===== config.mk =====
export PLATFORM = sky130hd
export DESIGN_NAME = dbg_analysis_units
export DESIGN_NICKNAME = d
export VERILOG_FILES = /design/src/rtl/dbg_au_pkg.sv /design/src/rtl/dbg_au_range_cmp.sv /design/src/rtl/dbg_au_unit.sv /design/src/rtl/dbg_au_chain.sv /design/src/rtl/dbg_analysis_units.sv
export SDC_FILE = /design/constraint.sdc
export NUM_CORES = 1
export LEC_CHECK = 0
export ABC_CLOCK_PERIOD_IN_PS = 900
export BUFFER_PORTS_ARGS = -buffer_cell sky130_fd_sc_hd__buf_2
export CORE_MARGIN = 2
export CORE_UTILIZATION = 54
export CTS_CLUSTER_SIZE = 12
export DETAILED_ROUTE_END_ITERATION = 6
export GPL_TIMING_DRIVEN = 0
export PLACE_DENSITY = 0.84
export SYNTH_ARGS = -nofsm -noshare
export SYNTH_HDL_FRONTEND = slang
export SYNTH_HIERARCHICAL = 1
export SYNTH_SLANG_ARGS = --single-unit

===== constraint.sdc =====
create_clock -name clk_i -period 0.9 [get_ports clk_i]
set_input_delay 0.09 -clock clk_i [delete_from_list [all_inputs] [get_ports clk_i]]
set_output_delay 0.09 -clock clk_i [all_outputs]
set_load 0.005 [all_outputs]

===== src/rtl/dbg_au_pkg.sv =====
package dbg_au_pkg;
  typedef enum logic [2:0] {
    AU_OFF  = 3'd0,
    AU_EXEC = 3'd1,
    AU_RD   = 3'd2,
    AU_WR   = 3'd3,
    AU_RDWR = 3'd4
  } au_mode_e;

  typedef enum logic [1:0] {
    PR_INDEP     = 2'd0,
    PR_ADDR_DATA = 2'd1,
    PR_CHAIN     = 2'd2,
    PR_NONE      = 2'd3
  } pair_mode_e;
endpackage


===== src/rtl/dbg_au_range_cmp.sv =====
module dbg_au_range_cmp #(
  parameter int W = 16
) (
  input  logic [W-1:0] val_i,
  input  logic [W-1:0] lo_i,
  input  logic [W-1:0] hi_i,
  output logic         in_o
);
  // inclusive window; lo > hi yields an empty window
  assign in_o = (val_i >= lo_i) && (val_i <= hi_i);
endmodule


===== src/rtl/dbg_au_unit.sv =====
module dbg_au_unit
  import dbg_au_pkg::*;
#(
  parameter int ADDR_W = 16,
  parameter int DATA_W = 16,
  parameter int CMP_W  = 16
) (
  input  au_mode_e          mode_i,
  input  logic              data_sel_i,
  input  logic [CMP_W-1:0]  lo_i,
  input  logic [CMP_W-1:0]  hi_i,
  input  logic [ADDR_W-1:0] pc_i,
  input  logic              exec_vld_i,
  input  logic [ADDR_W-1:0] daddr_i,
  input  logic [DATA_W-1:0] ddata_i,
  input  logic              rd_i,
  input  logic              wr_i,
  output logic              hit_o
);
  logic [CMP_W-1:0] addr_op;
  logic [CMP_W-1:0] data_op;
  logic             addr_in;
  logic             data_in;

  always_comb begin
    addr_op = '0;
    data_op = '0;
    if (mode_i == AU_EXEC) addr_op[ADDR_W-1:0] = pc_i;
    else                   addr_op[ADDR_W-1:0] = daddr_i;
    data_op[DATA_W-1:0] = ddata_i;
  end

  dbg_au_range_cmp #(.W(CMP_W)) u_addr_cmp (
    .val_i(addr_op), .lo_i(lo_i), .hi_i(hi_i), .in_o(addr_in)
  );

  dbg_au_range_cmp #(.W(CMP_W)) u_data_cmp (
    .val_i(data_op), .lo_i(lo_i), .hi_i(hi_i), .in_o(data_in)
  );

  always_comb begin
    if (data_sel_i) begin
      hit_o = data_in;
    end else begin
      unique case (mode_i)
        AU_EXEC: hit_o = addr_in && exec_vld_i;
        AU_RD:   hit_o = addr_in && rd_i;
        AU_WR:   hit_o = addr_in && wr_i;
        AU_RDWR: hit_o = addr_in && (rd_i || wr_i);
        default: hit_o = 1'b0;
      endcase
    end
  end
endmodule


===== src/rtl/dbg_au_chain.sv =====
module dbg_au_chain (
  input  logic clk_i,
  input  logic rst_ni,
  input  logic enable_i,
  input  logic clr_i,
  input  logic first_i,
  input  logic second_i,
  output logic fire_o
);
  logic armed_q;

  assign fire_o = enable_i && armed_q && second_i;

  always_ff @(posedge clk_i or negedge rst_ni) begin
    if (!rst_ni) begin
      armed_q <= 1'b0;
    end else if (!enable_i || clr_i) begin
      armed_q <= 1'b0;
    end else begin
      armed_q <= (armed_q && !fire_o) || first_i;
    end
  end

  // a clear strobe always leaves the flag disarmed
  assert_clr_wins_R7: assert property (@(posedge clk_i) disable iff (!rst_ni)
    clr_i |=> !armed_q);

  // a first-breakpoint hit in chained mode arms the flag
  assert_arm_R6: assert property (@(posedge clk_i) disable iff (!rst_ni)
    (enable_i && first_i && !clr_i) |=> armed_q);

  // firing without a new first hit disarms
  assert_fire_disarms_R7: assert property (@(posedge clk_i) disable iff (!rst_ni)
    (fire_o && !first_i) |=> !armed_q);
endmodule


===== src/rtl/dbg_analysis_units.sv =====
module dbg_analysis_units
  import dbg_au_pkg::*;
#(
  parameter  int ADDR_W = 16,
  parameter  int DATA_W = 16,
  localparam int CMP_W  = (ADDR_W > DATA_W) ? ADDR_W : DATA_W
) (
  input  logic              clk_i,
  input  logic              rst_ni,
  input  logic [1:0]        pair_mode_i,
  input  logic [2:0]        u0_mode_i,
  input  logic [CMP_W-1:0]  u0_lo_i,
  input  logic [CMP_W-1:0]  u0_hi_i,
  input  logic [2:0]        u1_mode_i,
  input  logic [CMP_W-1:0]  u1_lo_i,
  input  logic [CMP_W-1:0]  u1_hi_i,
  input  logic              chain_clr_i,
  input  logic [ADDR_W-1:0] pc_i,
  input  logic              exec_vld_i,
  input  logic [ADDR_W-1:0] daddr_i,
  input  logic [DATA_W-1:0] ddata_i,
  input  logic              rd_i,
  input  logic              wr_i,
  output logic [1:0]        evt_o
);
  localparam int NUM_UNITS = 2;

  pair_mode_e             pair;
  au_mode_e               mode   [NUM_UNITS];
  logic [CMP_W-1:0]       lo     [NUM_UNITS];
  logic [CMP_W-1:0]       hi     [NUM_UNITS];
  logic [NUM_UNITS-1:0]   hit;
  logic                   chain_fire;
  logic                   dir_ok;
  logic [NUM_UNITS-1:0]   evt_d;
  logic [NUM_UNITS-1:0]   evt_q;

  assign pair    = pair_mode_e'(pair_mode_i);
  assign mode[0] = au_mode_e'(u0_mode_i);
  assign mode[1] = au_mode_e'(u1_mode_i);
  assign lo[0]   = u0_lo_i;
  assign lo[1]   = u1_lo_i;
  assign hi[0]   = u0_hi_i;
  assign hi[1]   = u1_hi_i;

  for (genvar k = 0; k < NUM_UNITS; k++) begin : g_unit
    logic data_sel;
    // the last unit turns into the data comparator when ganged
    assign data_sel = (k == NUM_UNITS - 1) && (pair == PR_ADDR_DATA);

    dbg_au_unit #(.ADDR_W(ADDR_W), .DATA_W(DATA_W), .CMP_W(CMP_W)) u_unit (
      .mode_i    (mode[k]),
      .data_sel_i(data_sel),
      .lo_i      (lo[k]),
      .hi_i      (hi[k]),
      .pc_i      (pc_i),
      .exec_vld_i(exec_vld_i),
      .daddr_i   (daddr_i),
      .ddata_i   (ddata_i),
      .rd_i      (rd_i),
      .wr_i      (wr_i),
      .hit_o     (hit[k])
    );
  end

  dbg_au_chain u_chain (
    .clk_i   (clk_i),
    .rst_ni  (rst_ni),
    .enable_i(pair == PR_CHAIN),
    .clr_i   (chain_clr_i),
    .first_i (hit[0]),
    .second_i(hit[1]),
    .fire_o  (chain_fire)
  );

  assign dir_ok = (mode[0] == AU_RD) || (mode[0] == AU_WR);

  always_comb begin
    evt_d = '0;
    unique case (pair)
      PR_INDEP:     evt_d = hit;
      PR_ADDR_DATA: evt_d[0] = dir_ok && hit[0] && hit[1];
      PR_CHAIN:     evt_d[0] = chain_fire;
      default:      evt_d = '0;
    endcase
  end

  always_ff @(posedge clk_i or negedge rst_ni) begin
    if (!rst_ni) evt_q <= '0;
    else         evt_q <= evt_d;
  end

  assign evt_o = evt_q;

  // an independent execute breakpoint event traces back to an executed cycle
  assert_bp_exec_R3: assert property (@(posedge clk_i) disable iff (!rst_ni)
    (evt_o[0] && $past(pair_mode_i) == 2'd0 && $past(u0_mode_i) == 3'd1)
      |-> $past(exec_vld_i));

  // such an event came from a program address inside the window
  assert_in_window_R2: assert property (@(posedge clk_i) disable iff (!rst_ni)
    (evt_o[0] && $past(pair_mode_i) == 2'd0 && $past(u0_mode_i) == 3'd1)
      |-> ($past(pc_i) >= $past(u0_lo_i) && $past(pc_i) <= $past(u0_hi_i)));

  // ganged modes keep the upper event quiet
  assert_upper_quiet_R5: assert property (@(posedge clk_i) disable iff (!rst_ni)
    (pair_mode_i != 2'd0) |=> !evt_o[1]);

  // an address-with-data event needs a bus transfer in the prior cycle
  assert_addr_data_xfer_R5: assert property (@(posedge clk_i) disable iff (!rst_ni)
    (evt_o[0] && $past(pair_mode_i) == 2'd1) |-> $past(rd_i || wr_i));
endmodule


---- Word-level counts from Yosys, hierarchy flattened ----
Index checks and enable logic that the tools add are counted.
Widths: inputs -> output; s select.
operators by class
  shifts and indexed selects .............. 0
  equal/unequal tests ..................... 10
  muxes and demuxes ....................... 8
  divide/modulo/power cells ............... 0
  $lt $le $gt $ge ......................... 6
  $mul .................................... 0
  bitwise operators ....................... 0
  add/sub/neg operators ................... 0
  reductions and logical operators ........ 23
operator list
  cell                count
  $ge 16x16->1        3
  $le 16x16->1        3
  $mux 16             2
  $logic_and 1x1->1   16
  $eq 3x2->1 const B  4
  $pmux 1 s4          2
  $eq 3x1->1 const B  2
  $eq 3x3->1 const B  2
  $logic_or 1x1->1    4
  $mux 1              3
  $pmux 1 s3          1
  $eq 2x1->1 const B  1
  $eq 2x2->1 const B  1
  $logic_not 1->1     2
  $logic_not 2->1     1
storage, ports and cells
  bits of input ports ..................... 126
  flip-flop bits (word level) ............. 3
  memory bits (writable) .................. 0
  latch bits .............................. 0
  word-level logic and storage cells ...... 49
  memory bits (read-only) ................. 0
  output and inout port bits .............. 2
  memories kept ........................... 0

---- Longest topological paths before layout ----
  depth in word-level cells ............... 12
  depth in mapped cells ................... 16
  mapped depth without buffers ............ 15

---- Cells and area by module ----
Netlist, hierarchy kept.
by module, submodules not included
  module              times used  cells an instance  seq. area each (um2)  area each (um2)
  dbg_au_range_cmp    4           110                0.0                   807.0
  dbg_au_unit         2           27                 0.0                   277.8
  dbg_analysis_units  1           11                 50.0                  117.6
  dbg_au_chain        1           5                  25.0                  52.6

---- Worst setup path after synthesis ----
No wires, ideal clock.
  path kind ............................... in2reg
  start point ............................. input u1_mode_i[2]
  end point ............................... register evt_q[0], in the netlist evt_o[0]
  path slack .............................. -2.014 ns
  cell stages on the path ................. 15
  library setup time ...................... 0.127 ns
  data required time ...................... 0.773 ns
  data arrival time ....................... 2.787 ns
  cell sequence ........................... nor3b_4 -> buf_8 -> mux2_2 -> ha_1 -> nor2b_1 -> o211ai_1 -> a2111o_1 -> o211a_1 -> o32a_1 -> nand2b_1 -> a21oi_1 -> a32o_1 -> and3_2 -> nand3b_1 -> o211ai_2
on the way
  word-level cells in the longest chain between the ends .. 9
  elaborated cells on any way between the ends .. 17
ends and longest elaborated chain
  item                                          RTL line                  RTL
  start: declaration                            dbg_analysis_units.sv:14  input logic [2:0] u1_mode_i,
  $eq 3x1->1 (*)                                dbg_au_unit.sv:28         if (mode_i == AU_EXEC) addr_op[ADDR_W-1:0] = pc_i;
  $mux 16 (*)                                   dbg_au_unit.sv:28
  net g_unit[1].u_unit.addr_op[1]               dbg_au_unit.sv:20         logic [CMP_W-1:0] addr_op;
  $ge 16x16->1 or $le 16x16->1 (tied branches)  dbg_au_range_cmp.sv:10    assign in_o = (val_i >= lo_i) && (val_i <= hi_i);
  $logic_and 1x1->1 (*)                         dbg_au_range_cmp.sv:10
  net g_unit[1].u_unit.addr_in                  dbg_au_unit.sv:22         logic addr_in;
  $logic_and 1x1->1 (on tied branches)          --
  $pmux 1 s4 (*)                                dbg_au_unit.sv:45         unique case (mode_i)
  $mux 1 (*)                                    dbg_au_unit.sv:42         if (data_sel_i) begin
  net hit[1]                                    dbg_analysis_units.sv:32  logic [NUM_UNITS-1:0] hit;
  $logic_and 1x1->1 (*)                         dbg_au_chain.sv:12        assign fire_o = enable_i && armed_q && second_i;
  net chain_fire                                dbg_analysis_units.sv:33  logic chain_fire;
  $pmux 1 s3 (*)                                dbg_analysis_units.sv:80  unique case (pair)
  net evt_d[0]                                  dbg_analysis_units.sv:35  logic [NUM_UNITS-1:0] evt_d;
  end signal: assignment                        dbg_analysis_units.sv:90  else evt_q <= evt_d;
  end: declaration                              dbg_analysis_units.sv:36  logic [NUM_UNITS-1:0] evt_q;
The timed path passes the listed nets; every way through them passes the cells marked *.

---- Final worst setup path ----
  start point ............................. input u0_mode_i[1]
  end point ............................... register evt_q[0], in the netlist evt_o[0]
on the way
  word-level cells in the longest chain between the ends .. 9
  elaborated cells on any way between the ends .. 17
ends and longest elaborated chain
  item                                          RTL line                  RTL
  start: declaration                            dbg_analysis_units.sv:11  input logic [2:0] u0_mode_i,
  $eq 3x1->1 (*)                                dbg_au_unit.sv:28
  $mux 16 (*)                                   dbg_au_unit.sv:28
  net g_unit[0].u_unit.addr_op[11]              dbg_au_unit.sv:20
  $ge 16x16->1 or $le 16x16->1 (tied branches)  dbg_au_range_cmp.sv:10
  $logic_and 1x1->1 (*)                         dbg_au_range_cmp.sv:10
  net g_unit[0].u_unit.addr_in                  dbg_au_unit.sv:22
  $logic_and 1x1->1 (on tied branches)          --
  $pmux 1 s4 (*)                                dbg_au_unit.sv:45
  net hit[0]                                    dbg_analysis_units.sv:32
  $logic_and 1x1->1 (2 in a row)                dbg_analysis_units.sv:82  PR_ADDR_DATA: evt_d[0] = dir_ok && hit[0] && hit[1];
  $pmux 1 s3 (*)                                dbg_analysis_units.sv:80
  net evt_d[0]                                  dbg_analysis_units.sv:35
Marked as above.

==> reports/qor.yml <==
period_share_pct: 326
ios: 128
startpoint_type: "input pin"
fin_util_pct: 72.4
rows: 31
cp_num_buf_inv: 3
crit_chain: "buf_6 > nor3b_4 > buf_8 > mux2_2 > ha_1 > nand4_1 > buf_4 > a2111o_1 > o211a_1 > o32a_1 > nand2b_1 > a21oi_1 > a32o_2 > or3b_4 > o211ai_2"
setup_slack_ns: -2.03
clock_path_buffers: 2
synth_flop_cell: "dfrtp_1"
pre_cts_ws_ns: -2.52
multiInputGateArea_sq_um: 3640
layoutNonFillerInstCount: 754
synth_top_cell_area_share_pct: 40.5
tns_ns: -5.78
cp_top_family: "compound AO/OA/AOI/OAI gates"
drc: 0
hold_viol: 0
post-synth-top-count-cell: "inv_1"
syn_area_sq_um: 3950
ant_nets: 0
dpl_cell_area_sq_um: 4800
ys_seq_area_share_pct: 1.90
arrival_ns: 3.02
ys_warn_count: 6
syn2layout_area_growth_pct: 31.5
skew_ns: 0.00182
slew_violations: 0
grt_use_total_pct: 30.3
die_h_microns: 89.6
min_path_type: "input pin to flop"
cts_buffers: 3
wl_per_cell_microns: 16.0
nets: 910
synth_edf_count: 0
ys_top_cells_by_count: "129 x inv_1, 128 x ha_1, 48 x a21oi_1"
grt.overflow.total: 0
endpoint_kind: "flop"
placedCellCount: 737
rsz0062_at_grt: "true"
synthTopCellsByArea: "ha_1 41%, inv_1 12%, mux2_2 9.1%"
critical_path_class: "input pin to flop"
fp.dieArea_sq_um: 8020
clk_latency_ns: 0.21
outcome: "finished with violations"
clk_pin_slew_worst_paths_ns: 0.03
via_per_inst: 5.62
period_needed_ns: 2.93
yosysUniqueCellTypes: 34
ys_seq_elements: 3
start_util_pct: 55.1
drt_iter0_markers: 117
syn_inst: 510
crit_fanout: 8
grt_pass1_wl_microns: 18900
grt_antenna_before_repair: 0
cts_tree: "done"
antennaDiodeCount: 0
vias: 4241
cts-root-buf: "clkbuf_8"
routed_wl_microns: 12100
fillers: 578
design_area_sq_um: 5200
drv_cap: 0
grt_pass1_vias: 4331
clock_sinks: 3
grt_start_max_net_pins: 9
core-area_sq_um: 7180
vdd_drop_max_v: 0.00113
synth_top_area_cell: "ha_1"
async_reset_ff_share_pct: 100
drive_above_1_share_pct: 33.4
crit_required_ns: 0.98
setup_viol: 3
htreeDepth: 1
port_buffers: 127
die_w_microns: 89.6
seqCellArea_sq_um: 75.1
dp_hpwl_microns: 10300
crit_slowest_cell: "mux2_2"
gp_congestion: 0.935
syn_avg_cell_area_sq_um: 7.75
max_stage_delay_ns: 0.38
total_power_mw: 3.02
p_leak_nw: 2.96
power.density_nw_per_um2: 581
timing.hold.ws_ns: 0.0994
violations: "negative setup slack"
max_clock_freq_mhz: 341
firstDrtPassIters: 4
-- kinds of logic after synthesis --
| family | synth area share [%] |
|---|---|
| other cells | 0.0948 |
| buf+inv | 13.0 |
| simple gates | 18.9 |
| fa+ha+maj | 40.5 |
| mux | 9.62 |
| compound gates | 16.0 |
| flops | 1.90 |
-- worst paths after layout --
check | from | to | slack, ns | depth (start not counted)
worst max-delay path | u0_mode_i[1] | evt_o[0]$_DFF_PN0_ | -2.03 | 15
worst min-delay path | pair_mode_i[0] | evt_o[1]$_DFF_PN0_ | 0.1 | 2
worst max register to register | u_chain/armed_q$_DFF_PN0_ | evt_o[0]$_DFF_PN0_ | 0.04 | 3
worst min register to register | u_chain/armed_q$_DFF_PN0_ | u_chain/armed_q$_DFF_PN0_ | 0.68 | 2
max in group asynchronous | rst_ni | evt_o[0]$_DFF_PN0_ | 0.60 | 2
min in group asynchronous | rst_ni | u_chain/armed_q$_DFF_PN0_ | 0.19 | 2
-- cell usage in the layout (no fill, tap or decap), types with 3 or more instances in the layout --
master | synthesis | layout
nand4_4 | 8 | 8
o211a_1 | 5 | 5
nand3_1 | 8 | 8
ha_1 | 128 | 116
o211ai_1 | 4 | 4
buf_2 | 0 | 121
a21oi_1 | 48 | 46
nand2_1 | 28 | 28
clkbuf_8 | 0 | 3
dfrtp_1 | 3 | 3
nand4_1 | 12 | 12
nor2b_1 | 10 | 8
nor2_1 | 12 | 12
nor4_1 | 10 | 8
buf_4 | 0 | 7
o32a_1 | 4 | 4
mux2_4 | 0 | 10
o21ai_0 | 22 | 19
nand3b_1 | 4 | 4
nand2b_1 | 3 | 3
mux2_2 | 32 | 22
buf_6 | 0 | 8
ha_4 | 0 | 12
nor3b_2 | 0 | 3
a2111o_1 | 4 | 4
a211oi_1 | 4 | 4
inv_1 | 129 | 128
buf_8 | 2 | 5
o21ai_1 | 4 | 7
-- where the power goes --
group	switching (mW)	internal, mW
sequential	0.00125	0.140
combinational	1.31	1.18
clock	0.0835	0.302
-- registers in the layout, indices dropped and copies added, names as in the netlist --
name and flops:
evt_o 2, u_chain/armed_q 1
-- metal layers --
layer | GRT usage (%) | routed length (microns) | share of wire (%) | vias to the layer above
met5 | 0 | 0 | 0 | -
met4 | 9.50 | 445 | 3.7 | 0
met3 | 4.06 | 850 | 7.0 | 31
met2 | 59.2 | 6060 | 50 | 167
met1 | 33.2 | 4720 | 39 | 1944
li1 | - | - | - | 2099
-- area by class of cell --
class	instances	area share, %
multi-input cells	377	70.0
repair buffers	140	15.5
plain buffers	2	0.578
flip-flops and latches	3	1.44
clock buffers	4	0.866
inverters	129	9.31
well taps	99	2.38
-- worst register-to-register path, stage by stage, from the launching register on --
cell and delay, ns:
dfrtp_1 0.37, and3_4 0.18, nand3b_1 0.09, o211ai_2 0.09
-- timing repair --
item | 4_1_cts | 5_1_grt
setup buffers | 9 | 3
gates cloned | 1 | 0
hold endpoints to repair | 3 | 0
endpoints found under the setup margin | 3 | 3
gates resized for setup | 36 | 19
hold buffers | 1 | 0
pin swaps | 20 | 23
(Power assumes the default switching activity.)
